===== config.mk =====
export PLATFORM = sky130hd
export DESIGN_NAME = periph_bridge
export DESIGN_NICKNAME = d
export VERILOG_FILES = /design/src/rtl/periph_bridge.sv
export SDC_FILE = /design/constraint.sdc
export NUM_CORES = 1
export LEC_CHECK = 0
export BUFFER_PORTS_ARGS = -buffer_cell sky130_fd_sc_hd__buf_4
export CORE_UTILIZATION = 50
export DETAILED_ROUTE_END_ITERATION = 16
export PLACE_DENSITY = 0.77
export SYNTH_ARGS = -nofsm -noshare
export SYNTH_HDL_FRONTEND = slang
export SYNTH_SLANG_ARGS = --single-unit
export TNS_END_PERCENT = 5

===== constraint.sdc =====
create_clock -name clk -period 2.8 [get_ports clk]
set_clock_uncertainty 0.2 [all_clocks]
set_input_delay 0.56 -clock clk [delete_from_list [all_inputs] [get_ports clk]]
set_output_delay 0.56 -clock clk [all_outputs]
set_load 0.01 [all_outputs]

===== src/rtl/periph_bridge.sv =====
module periph_bridge #(
  parameter int AW = 12,
  parameter int DW = 16,
  parameter int FW = 4
) (
  input  logic          clk,
  input  logic          rst_n,
  input  logic          cfg_we,
  input  logic [1:0]    cfg_addr,
  input  logic [FW-1:0] cfg_wdata,
  input  logic          req_valid,
  output logic          req_ready,
  input  logic [1:0]    req_init,
  input  logic          req_write,
  input  logic [AW-1:0] req_addr,
  input  logic [DW-1:0] req_wdata,
  output logic          rsp_done,
  output logic          rsp_err,
  output logic [DW-1:0] rsp_rdata,
  output logic [1:0]    pb_stb_n,
  output logic [AW-1:0] pb_addr,
  output logic          pb_write,
  output logic [DW-1:0] pb_wdata,
  input  logic [DW-1:0] pb_rdata
);
  localparam int CW = FW + 1;

  logic [FW-1:0] fac0, fac1, half;
  logic [3:0]    perm;
  logic [CW-1:0] cnt;
  logic          busy, posted, sel;
  logic          allow, grant, acc, post_in, stb_act, last;
  logic [FW-1:0] fac_in, n_in;

  wire mapped  = ~req_addr[AW-1];
  wire sel_in  = req_addr[AW-2];
  wire priv_in = req_addr[AW-3];

  always_comb begin
    case (req_init)
      2'd0:    allow = 1'b1;
      2'd1:    allow = ~priv_in | perm[0];
      2'd2:    allow = priv_in ? perm[2] : perm[1];
      default: allow = 1'b0;
    endcase
  end

  assign grant   = mapped & allow;
  assign req_ready = ~busy;
  assign acc     = req_valid & req_ready;
  assign post_in = perm[3] & req_write & (req_init == 2'd0);
  assign fac_in  = sel_in ? fac1 : fac0;
  assign n_in    = (fac_in == '0) ? FW'(1) : fac_in;
  assign stb_act = busy && (cnt >= {1'b0, half});
  assign last    = busy && (cnt == ({half, 1'b0} - CW'(1)));
  assign pb_stb_n = ~({sel, ~sel} & {2{stb_act}});

  always_ff @(posedge clk or negedge rst_n) begin
    if (!rst_n) begin
      fac0 <= '0; fac1 <= '0; perm <= '0;
      busy <= 1'b0; posted <= 1'b0; sel <= 1'b0;
      cnt <= '0; half <= '0;
      pb_addr <= '0; pb_write <= 1'b0; pb_wdata <= '0;
      rsp_done <= 1'b0; rsp_err <= 1'b0; rsp_rdata <= '0;
    end else begin
      if (cfg_we) begin
        case (cfg_addr)
          2'd0:    fac0 <= cfg_wdata;
          2'd1:    fac1 <= cfg_wdata;
          2'd2:    perm <= cfg_wdata[3:0];
          default: ;
        endcase
      end
      rsp_done <= 1'b0;
      rsp_err  <= 1'b0;
      if (acc) begin
        if (!grant) begin
          rsp_done <= 1'b1;
          rsp_err  <= 1'b1;
        end else begin
          busy     <= 1'b1;
          cnt      <= '0;
          half     <= n_in;
          sel      <= sel_in;
          posted   <= post_in;
          pb_addr  <= req_addr;
          pb_write <= req_write;
          pb_wdata <= req_wdata;
          if (post_in) rsp_done <= 1'b1;
        end
      end else if (busy) begin
        cnt <= cnt + CW'(1);
        if (last) begin
          busy <= 1'b0;
          if (!posted) rsp_done <= 1'b1;
          if (!pb_write) rsp_rdata <= pb_rdata;
        end
      end
    end
  end

  AST_ONE_STROBE: assert property (@(posedge clk) disable iff (!rst_n)
    $countones(~pb_stb_n) <= 1);
  AST_IDLE_QUIET: assert property (@(posedge clk) disable iff (!rst_n)
    req_ready |-> &pb_stb_n);
  AST_DENY_RESP: assert property (@(posedge clk) disable iff (!rst_n)
    (acc && !grant) |=> (rsp_done && rsp_err && &pb_stb_n));
  AST_DMA_PRIV: assert property (@(posedge clk) disable iff (!rst_n)
    (acc && req_init == 2'd1 && priv_in && !perm[0]) |=> rsp_err);
  AST_PROC_GRANT: assert property (@(posedge clk) disable iff (!rst_n)
    (acc && req_init == 2'd0 && mapped) |=> !rsp_err);
  AST_HOLD_BUS: assert property (@(posedge clk) disable iff (!rst_n)
    (!req_ready && $past(!req_ready)) |->
      ($stable(pb_addr) && $stable(pb_write) && $stable(pb_wdata)));
  AST_STB_NO_ERR: assert property (@(posedge clk) disable iff (!rst_n)
    !(&pb_stb_n) |-> !rsp_err);
endmodule


==> reports/results.tsv, run 1 <==
metric	value	unit
run_status	finished, final reports clean	
via_per_inst	5.07	
relSlewSlack	0.442	
synth_area_leader_cell	dfrtp_1	
drc_errors	0	
grt_pass1_wl	8970	um
crit_type	flip-flop to output port	
synth_area	0.00307	sq mm
area_growth	35.4	%
fin_tns_setup	0	ps
max_clock_freq	368	MHz
fin_crit	2720	ps
worstSetupStartpointType	flip-flop	
yosys_warnings	0	
synth_most_common_cell	dfrtp_1	
cp_max_fo	2	
layout-drive-gt1-share	0.567	
dr.pass1.iters	12	
hp-class	input port to async pin	
arrival	1960	ps
report.final.slew_viol_count	0	
gp_congestion	0.767	
drv_cap	0	
postLayoutCoreUtil	0.701	
vias	2045	
h-tree-depth	3	
die_area	0.00645	sq mm
drt-initial-drc-count	76	
core.rowCount	28	
path_clk_slew	70	ps
pre_cts_ws	267	ps
overflow	0	
cts_made_buffers	9	
fin_nets	388	
rsz0062_at_grt	false	
synth_common_cells	dfrtp_1, mux2_2, mux2_4	
final-setup-viol-count	0	
core	0.00592	sq mm
root_buffer	clkbuf_8	
drt.antenna.violating_nets	0	
antennaDiodeCount	0	
cts_buffer_depth	2	
placed_cells	387	
io_pins	107	
synth_cell_type_count	30	
synthCells	214	
dp_hpwl	4170	um
timing.final.ws_setup	80.9	ps
stdcell_count	403	
hold_violations	0	
synth_ff_type	dfrtp_1	
fin_crit_sh	0.971	
start_util	0.518	
grt_pass1_vias	1945	
synth_nets	277	
yosysSeqAreaShare	0.571	
fp.dieH	80.3	um
synth-async-reset-ratio	1.00	
synth_edf_count	0	
powerDensity	1070	mW/mm^2
cts_sinks	70	
die_x	80.3	um
worst_ir_drop_vdd	608	uV
required	2040	ps
p_leak	2.10	nW
tightest_slew	837	ps
drt-wirelength-per-cell	14.1	um
yosysTopAreaCellShare	0.571	
avgSynthCellArea	14.3	sq um
grt_start_max_net_pins	71	
cts_tree	built	
fin_total_pwr	4.44	mW
antenna_found_initial	0	
grt.total_usage	0.189	
port_buffers	106	
synth_area_leaders	dfrtp_1, mux2_4, mux2_2	
synth-seq-cells	70	
wirelength	5680	um
end_kind	output port	
clk_latency	330	ps
-- critical path, cell delays in order, from the launching register on --
cell and delay, ps:
dfrtp_1 400, inv_2 80, ha_4 190, nand2b_4 120, a21o_1 160, a21o_1 170, a211o_1 290, nand3b_1 110
buf_6 110
-- timing repair --
action / CTS / global route
endpoints found under the setup margin: 2 / 2
buffers inserted: 2 / 0
hold buffers: 0 / 0
pin swaps: 0 / 1
gates resized for setup: 1 / 6
-- cells by family after synthesis --
| group | after synthesis | share of synthesized area |
|---|---|---|
| DFF | 70 | 0.571 |
| muxes | 60 | 0.250 |
| buffers and inverters | 15 | 0.0306 |
| xor gates and xnor gates | 9 | 0.0257 |
| and+or+nand+nor | 37 | 0.0640 |
| adders and majority gates | 6 | 0.0245 |
| AOI/OAI and AO/OA | 17 | 0.0338 |
-- placed cells by master (no fill, tap or decap), drive strengths merged, types with 3 or more instances in the layout --
cell    instances
clkbuf         10
nor3            6
nor2            3
buf           109
nand3           4
xor2            4
a21oi           3
mux2           56
dfrtp          70
nand3b          3
ha              6
o21ai           7
mux2i           4
a21o            3
nand2          12
inv             6
xnor2           5
-- layout make-up --
cell class,instances,area (sq um)
fill,430,1770
clock inverter,4,72.6
clock buffer,10,138
inverter,6,22.5
multi-input combinational,129,1250
sequential,70,1750
tap,75,93.8
timing repair buffer,109,826
-- stage by stage --
| stage | hold WS, ps | area (sq um) |
|---|---|---|
| 2_1_floorplan | 64.4 | 3070 |
| 3_3_place_gp | 260 | 3890 |
| 3_5_place_dp | 265 | 3890 |
| 4_1_cts | 157 | 4120 |
| 5_1_grt | 212 | 4150 |
| 6_report | 127 | 4150 |
-- registers in the layout (all words and copies together) (netlist names) --
signal,cells
pb_wdata,16
pb_write,1
rsp_err,1
pb_addr,12
half,4
posted,1
busy,1
cnt,5
rsp_rdata,16
fac1,4
fac0,4
perm,4
rsp_done,1
-- worst paths after layout --
| kind | endpoint | startpoint | slack [ps] | cells past startpoint |
|---|---|---|---|---|
| max in group asynchronous | half[0] | rst_n | 1670 | 1 |
| worst max-delay path | pb_stb_n[0] | cnt[0] | 80 | 8 |
| min in group clk | pb_addr[5] | req_addr[5] | 260 | 2 |
| worst min-delay path | pb_wdata[9] | rst_n | 130 | 1 |
| worst max register to register | rsp_rdata[5] | half[0] | 400 | 9 |
| worst min register to register | rsp_done | posted | 270 | 1 |
-- layer usage --
metal  routed length [um]  global-route usage
met1                 2590               0.251
met2                 2660               0.292
met3                  336              0.0489
met4                   87              0.0804
met5                    0                   0
-- report_power, final --
group	switching [mW]	leakage (nW)	internal (mW)	total, mW
logic	0.695	1.15	1.13	1.82
clock network	0.346	0.104	0.514	0.860
registers	0.310	0.851	1.44	1.75
total	1.35	2.10	3.09	4.44
No activity file was read; power rests on OpenSTA's default activity.
==> inputs of run 2 (changes only) <==
==> constraint.sdc (replaced) <==
create_clock -name clk -period 2.8 [get_ports clk]
set_clock_uncertainty 0.2 [all_clocks]
set_input_delay 0.14 -clock clk [delete_from_list [all_inputs] [get_ports clk]]
set_output_delay 0.14 -clock clk [all_outputs]
set_load 0.01 [all_outputs]
==> run 2 against run 1 <==
Critical path depth did not move; cell count is 13% higher; global-route usage up 4.4 points; largest cell class unchanged; combinational power hardly changed; maximum frequency increased by 8.0%; routed wire length grew 22%; sequential power about the same; highest routed layer unchanged; first-iteration DRC count is the same; sequential share of layout area is 4.2 points lower; power decreased by 1.6%; design area up 11%; register-to-register slack better by 40 ps; critical path type unchanged; critical endpoint unchanged; largest power group unchanged.
==> reports/results.tsv, run 2 (same netlist as run 1, synthesis figures left out) <==
metric	value	unit	change
run_status	finished, final reports clean		
max_clock_freq	397	MHz	+8.0%
fp.dieH	80.3	um	unchanged
worst_ir_drop_vdd	569	uV	-6.5%
overflow	0		unchanged
p_sw_frac	0.315		+0.0102
h-tree-depth	3		unchanged
grt_start_max_net_pins	71		unchanged
report.final.slew_viol_count	0		unchanged
worstSetupStartpointType	flip-flop		
core	0.00592	sq mm	unchanged
via_per_inst	4.92		-3.0%
switching_power	1.37	mW	+1.8%
reg.largest.list	pb_wdata x16, rsp_rdata x16, pb_addr x12		
hold_violations	0		unchanged
drv_cap	0		unchanged
root_buffer	clkbuf_8		
tightest_slew	855	ps	+18.2 ps
fin_tns_setup	0	ps	unchanged
drt.antenna.violating_nets	0		unchanged
drc_errors	0		unchanged
rsz0062_at_grt	false		
fin_crit	2520	ps	-202 ps
grt_pass1_vias	2269		+17%
dpl-instance-area	0.00389	sq mm	unchanged
path_clk_slew	70	ps	about the same
dr.pass1.iters	10		-2
final-setup-viol-count	0		unchanged
cp_max_fo	4		+2
end_kind	output port		
core.rowCount	28		unchanged
gp_congestion	0.791		+3.1%
hp-class	input port to flip-flop		
antenna_found_initial	0		unchanged
finalInstanceArea	0.00461	sq mm	+11%
vias	2235		+9.3%
cts_tree	built		
fin_nets	440		+13%
drt-wirelength-per-cell	15.3	um	+8.6%
die_area	0.00645	sq mm	unchanged
layout-drive-gt1-share	0.467		-0.100
cts_buffer_depth	2		unchanged
pwr-share-clk	0.176		-0.018
fin_crit_sh	0.899		-0.0722
drt-initial-drc-count	76		unchanged
relSlewSlack	0.430		-0.0121
port_buffers	106		unchanged
wirelength	6950	um	+22%
io_pins	107		unchanged
post_cts_buffers	0		-2
final_cell_mix	buf_4, dfrtp_1, dlygate4sd3_1, mux2_2, mux2_4		
antennaDiodeCount	0		unchanged
fillers	391		-9.1%
powerDensity	947	mW/mm^2	-11%
crit_type	flip-flop to output port		
clk_latency	340	ps	about the same
die_x	80.3	um	unchanged
seq_power_share	0.405		+0.010
final_common_cell	buf_4		
internal_power	2.99	mW	-3.0%
grt_pass1_wl	10900	um	+22%
arrival	2180	ps	+220 ps
dp_hpwl	4250	um	+2.0%
start_util	0.518		unchanged
required	2460	ps	+420 ps
cts_made_buffers	9		unchanged
p_leak	2.30	nW	+9.4%
grt.total_usage	0.233		+0.0436
combPwrFrac	0.419		+0.008
cts_sinks	70		unchanged
area_growth	50.3	%	
run 2: stage by stage:
| step | hold slack (ps) | cells | utilization | setup slack [ps] | total power [mW] |
|---|---|---|---|---|---|
| 6_report | 32.4 | 454 | 0.779 | 283 | 4.37 |
| 5_1_grt | 45.5 | 454 | 0.779 | 176 | 4.63 |
| 4_1_cts | 24.4 | 454 | 0.779 | 255 | 4.38 |
| 3_5_place_dp | 111 | 387 | 0.658 | 463 | 3.53 |
| 3_3_place_gp | 103 | 387 | 0.658 | 467 | 3.47 |
| 2_1_floorplan | -356 | 214 | - | 457 | 2.74 |
run 2: repair_timing:
action | in CTS | in global routing
hold endpoints to repair | 135 | 0
hold buffers | 54 | 0
gates resized for setup | 0 | 0
run 2: worst max-delay path: stages, from the launching register on:
cell      delay (ps)
dfrtp_1          440
inv_1             90
ha_1             270
nand2b_1         140
a21o_1           180
a21o_1           180
a211o_1          300
nand3b_1         110
buf_4            130
run 2: power groups by stage:
stage          registers, mW  clock network (mW)  logic, mW
2_1_floorplan           1.85                   0      0.888
3_3_place_gp            1.76                   0       1.71
3_5_place_dp            1.77                   0       1.76
4_1_cts                 1.76               0.780       1.84
5_1_grt                 1.82               0.828       1.98
6_report                1.77               0.768       1.83
run 2: layer usage:
metal | share of wire | GRT usage | wire length, um | up-vias
met3 | 0.049 | 0.0602 | 340 | 13
met1 | 0.42 | 0.267 | 2910 | 1078
met4 | 0.019 | 0.0875 | 130 | 0
met5 | 0 | 0 | 0 | -
met2 | 0.51 | 0.414 | 3570 | 79
li1 | - | - | - | 1065
run 2: final timing paths:
kind	from	endpoint	slack [ps]	cells after the start
min in group asynchronous	rst_n	pb_addr[11]	280	2
setup / recovery	cnt[0]	pb_stb_n[0]	280	8
setup reg to reg	half[0]	rsp_rdata[4]	440	8
hold / removal	cfg_addr[0]	fac0[3]	30	3
max in group asynchronous	rst_n	perm[3]	1580	2
hold reg to reg	posted	rsp_done	270	1
run 2: final cells by class:
type	instances	area, sq um	share of cell area
inverter	6	22.5	0.00488
multi-input combinational	129	1220	0.265
clock buffer	11	141	0.0307
tap	75	93.8	0.0204
clock inverter	2	35.0	0.00760
sequential	70	1750	0.380
timing repair buffer	161	1340	0.291
==> inputs of run 3 (changes only) <==
--- a/config.mk
+++ b/config.mk
@@ -6,6 +6,7 @@
 export NUM_CORES = 1
 export LEC_CHECK = 0
 export BUFFER_PORTS_ARGS = -buffer_cell sky130_fd_sc_hd__buf_4
+export CORE_ASPECT_RATIO = 1.2
 export CORE_UTILIZATION = 50
 export DETAILED_ROUTE_END_ITERATION = 16
 export PLACE_DENSITY = 0.77
==> run 3 against run 2 <==
Via count up 0.85%; sequential share of layout area shrank 0.25 points; worst hold slack better by 37 ps; critical path depth unchanged; cell count up 1.8%; combinational power about the same; count of clock-buffer cells in the layout grew 1; flip-flop and latch count is the same; design area is 0.65% higher.
==> reports/results.tsv, run 3 (same netlist as run 1, synthesis figures left out) <==
metric	value	unit	change
final-setup-viol-count	0		unchanged
port_buffers	106		unchanged
antenna_found_initial	0		unchanged
clk_latency	330	ps	about the same
cts_sinks	70		unchanged
cts_buffer_depth	2		unchanged
grt_pass1_vias	2463		+8.6%
p_sw_frac	0.315		about the same
post_cts_buffers	0		unchanged
drc_errors	0		unchanged
ctsResizeCount	0		unchanged
vias	2254		+0.85%
tightest_slew	864	ps	+8.27 ps
h-tree-depth	3		unchanged
cp_max_fo	4		unchanged
fin_total_pwr	4.42	mW	+1.2%
antennaDiodeCount	0		unchanged
start_util	0.531		+0.0126
required	2460	ps	about the same
via_per_inst	4.88		-0.90%
grt_start_max_net_pins	71		unchanged
drv_cap	0		unchanged
fin_crit_sh	0.873		-0.0259
hold_violations	0		unchanged
fin_tns_setup	0	ps	unchanged
powerDensity	952	mW/mm^2	+0.53%
reg.largest.list	pb_wdata x16, rsp_rdata x16, pb_addr x12		
seq_power_share	0.400		-0.005
crit_type	flip-flop to output port		
worstSetupStartpointType	flip-flop		
rsz0062_at_grt	false		
final_common_cell	buf_4		
die_area	0.00645	sq mm	about the same
switching_power	1.39	mW	+1.3%
fin_crit	2440	ps	-72.6 ps
stdcell_count	462		+1.8%
placed_cells	392		+1.3%
worst_ir_drop_vdd	669	uV	+18%
reg2reg_slack	490	ps	+50 ps
area_growth	51.3	%	
io_pins	107		unchanged
pwr-share-clk	0.184		+0.008
internal_power	3.03	mW	+1.2%
dp_hpwl	4350	um	+2.3%
run_status	finished, final reports clean		
hold_buffers	54		unchanged
use_met3	0.0426		-0.0176
max_clock_freq	409	MHz	+3.0%
use_met1	0.280		+0.0130
hp-class	input port to flip-flop		
p_leak	2.32	nW	+0.65%
relSlewSlack	0.424		-0.00552
cts_tree	built		
use_met2	0.458		+0.0442
overflow	0		unchanged
dr.pass1.iters	4		-6
core	0.00578	sq mm	-2.4%
fillers	375		-4.1%
root_buffer	clkbuf_8		
wirelength	7370	um	+6.1%
gp_congestion	0.775		-2.0%
busiest_layer	met2		
drt.antenna.violating_nets	0		unchanged
cts_made_buffers	9		unchanged
arrival	2100	ps	-80 ps
combPwrFrac	0.416		-0.003
drt-initial-drc-count	63		-17%
path_clk_slew	70	ps	about the same
grt.total_usage	0.249		+0.0168
report.final.slew_viol_count	0		unchanged
fin_nets	440		unchanged
core.rowCount	30		+7.1%
final_cell_mix	buf_4, dfrtp_1, dlygate4sd3_1, mux2_2, mux2_4		
layout-drive-gt1-share	0.471		+0.00419
end_kind	output port		
die_x	73.5	um	-8.5%
fp.dieH	87.8	um	+9.3%
grt_pass1_wl	11700	um	+7.4%
drt-wirelength-per-cell	16.0	um	+4.3%
==> run 3: through the flow <==
stage	utilization	worst slack (ps)	hold WS (ps)	area [sq um]
after floorplan	-	457	-356	3070
after global placement	0.675	552	102	3900
after detailed placement	0.675	503	108	3900
after CTS	0.803	333	42.7	4640
after global routing	0.803	182	67.4	4640
final	0.803	356	69.4	4640
==> run 3: layout make-up <==
class | instances | area (sq um) | share of cell area
clock buffer | 12 | 155 | 0.0334
timing repair buffer | 161 | 1340 | 0.290
multi-input combinational | 129 | 1220 | 0.263
tap | 80 | 100 | 0.0216
inverter | 6 | 22.5 | 0.00485
sequential | 70 | 1750 | 0.377
clock inverter | 4 | 45.0 | 0.00971
==> run 3: final timing paths <==
path | startpoint | endpoint | cells after the start
max | cnt[0] | pb_stb_n[1] | 8
min | cfg_addr[0] | fac0[2] | 3
max reg2reg | half[0] | rsp_rdata[6] | 8
min reg2reg | posted | rsp_done | 1
max in group asynchronous | rst_n | pb_wdata[12] | 2
min in group asynchronous | rst_n | rsp_rdata[5] | 2
==> run 3: routing by layer <==
layer / vias to the layer above / part of all wire
met2: 73 / 0.54
met3: 15 / 0.033
met1: 1097 / 0.40
met4: 0 / 0.025
li1: 1069 / -
met5: - / 0
==> run 3: power groups by stage <==
stage / clock, mW / sequential (mW) / combinational (mW)
final: 0.813 / 1.77 / 1.84
after global routing: 0.873 / 1.82 / 2.00
after CTS: 0.823 / 1.75 / 1.83
after detailed placement: 0 / 1.76 / 1.77
after global placement: 0 / 1.75 / 1.71
after floorplan: 0 / 1.85 / 0.888
==> run 3: worst max-delay path, stage by stage (launching register included) <==
cell and delay, ps:
dfrtp_1 420, inv_1 80, ha_1 260, nand2b_1 140, a21o_1 180, a21o_1 170, a211o_1 300, nand3_1 90
buf_4 120
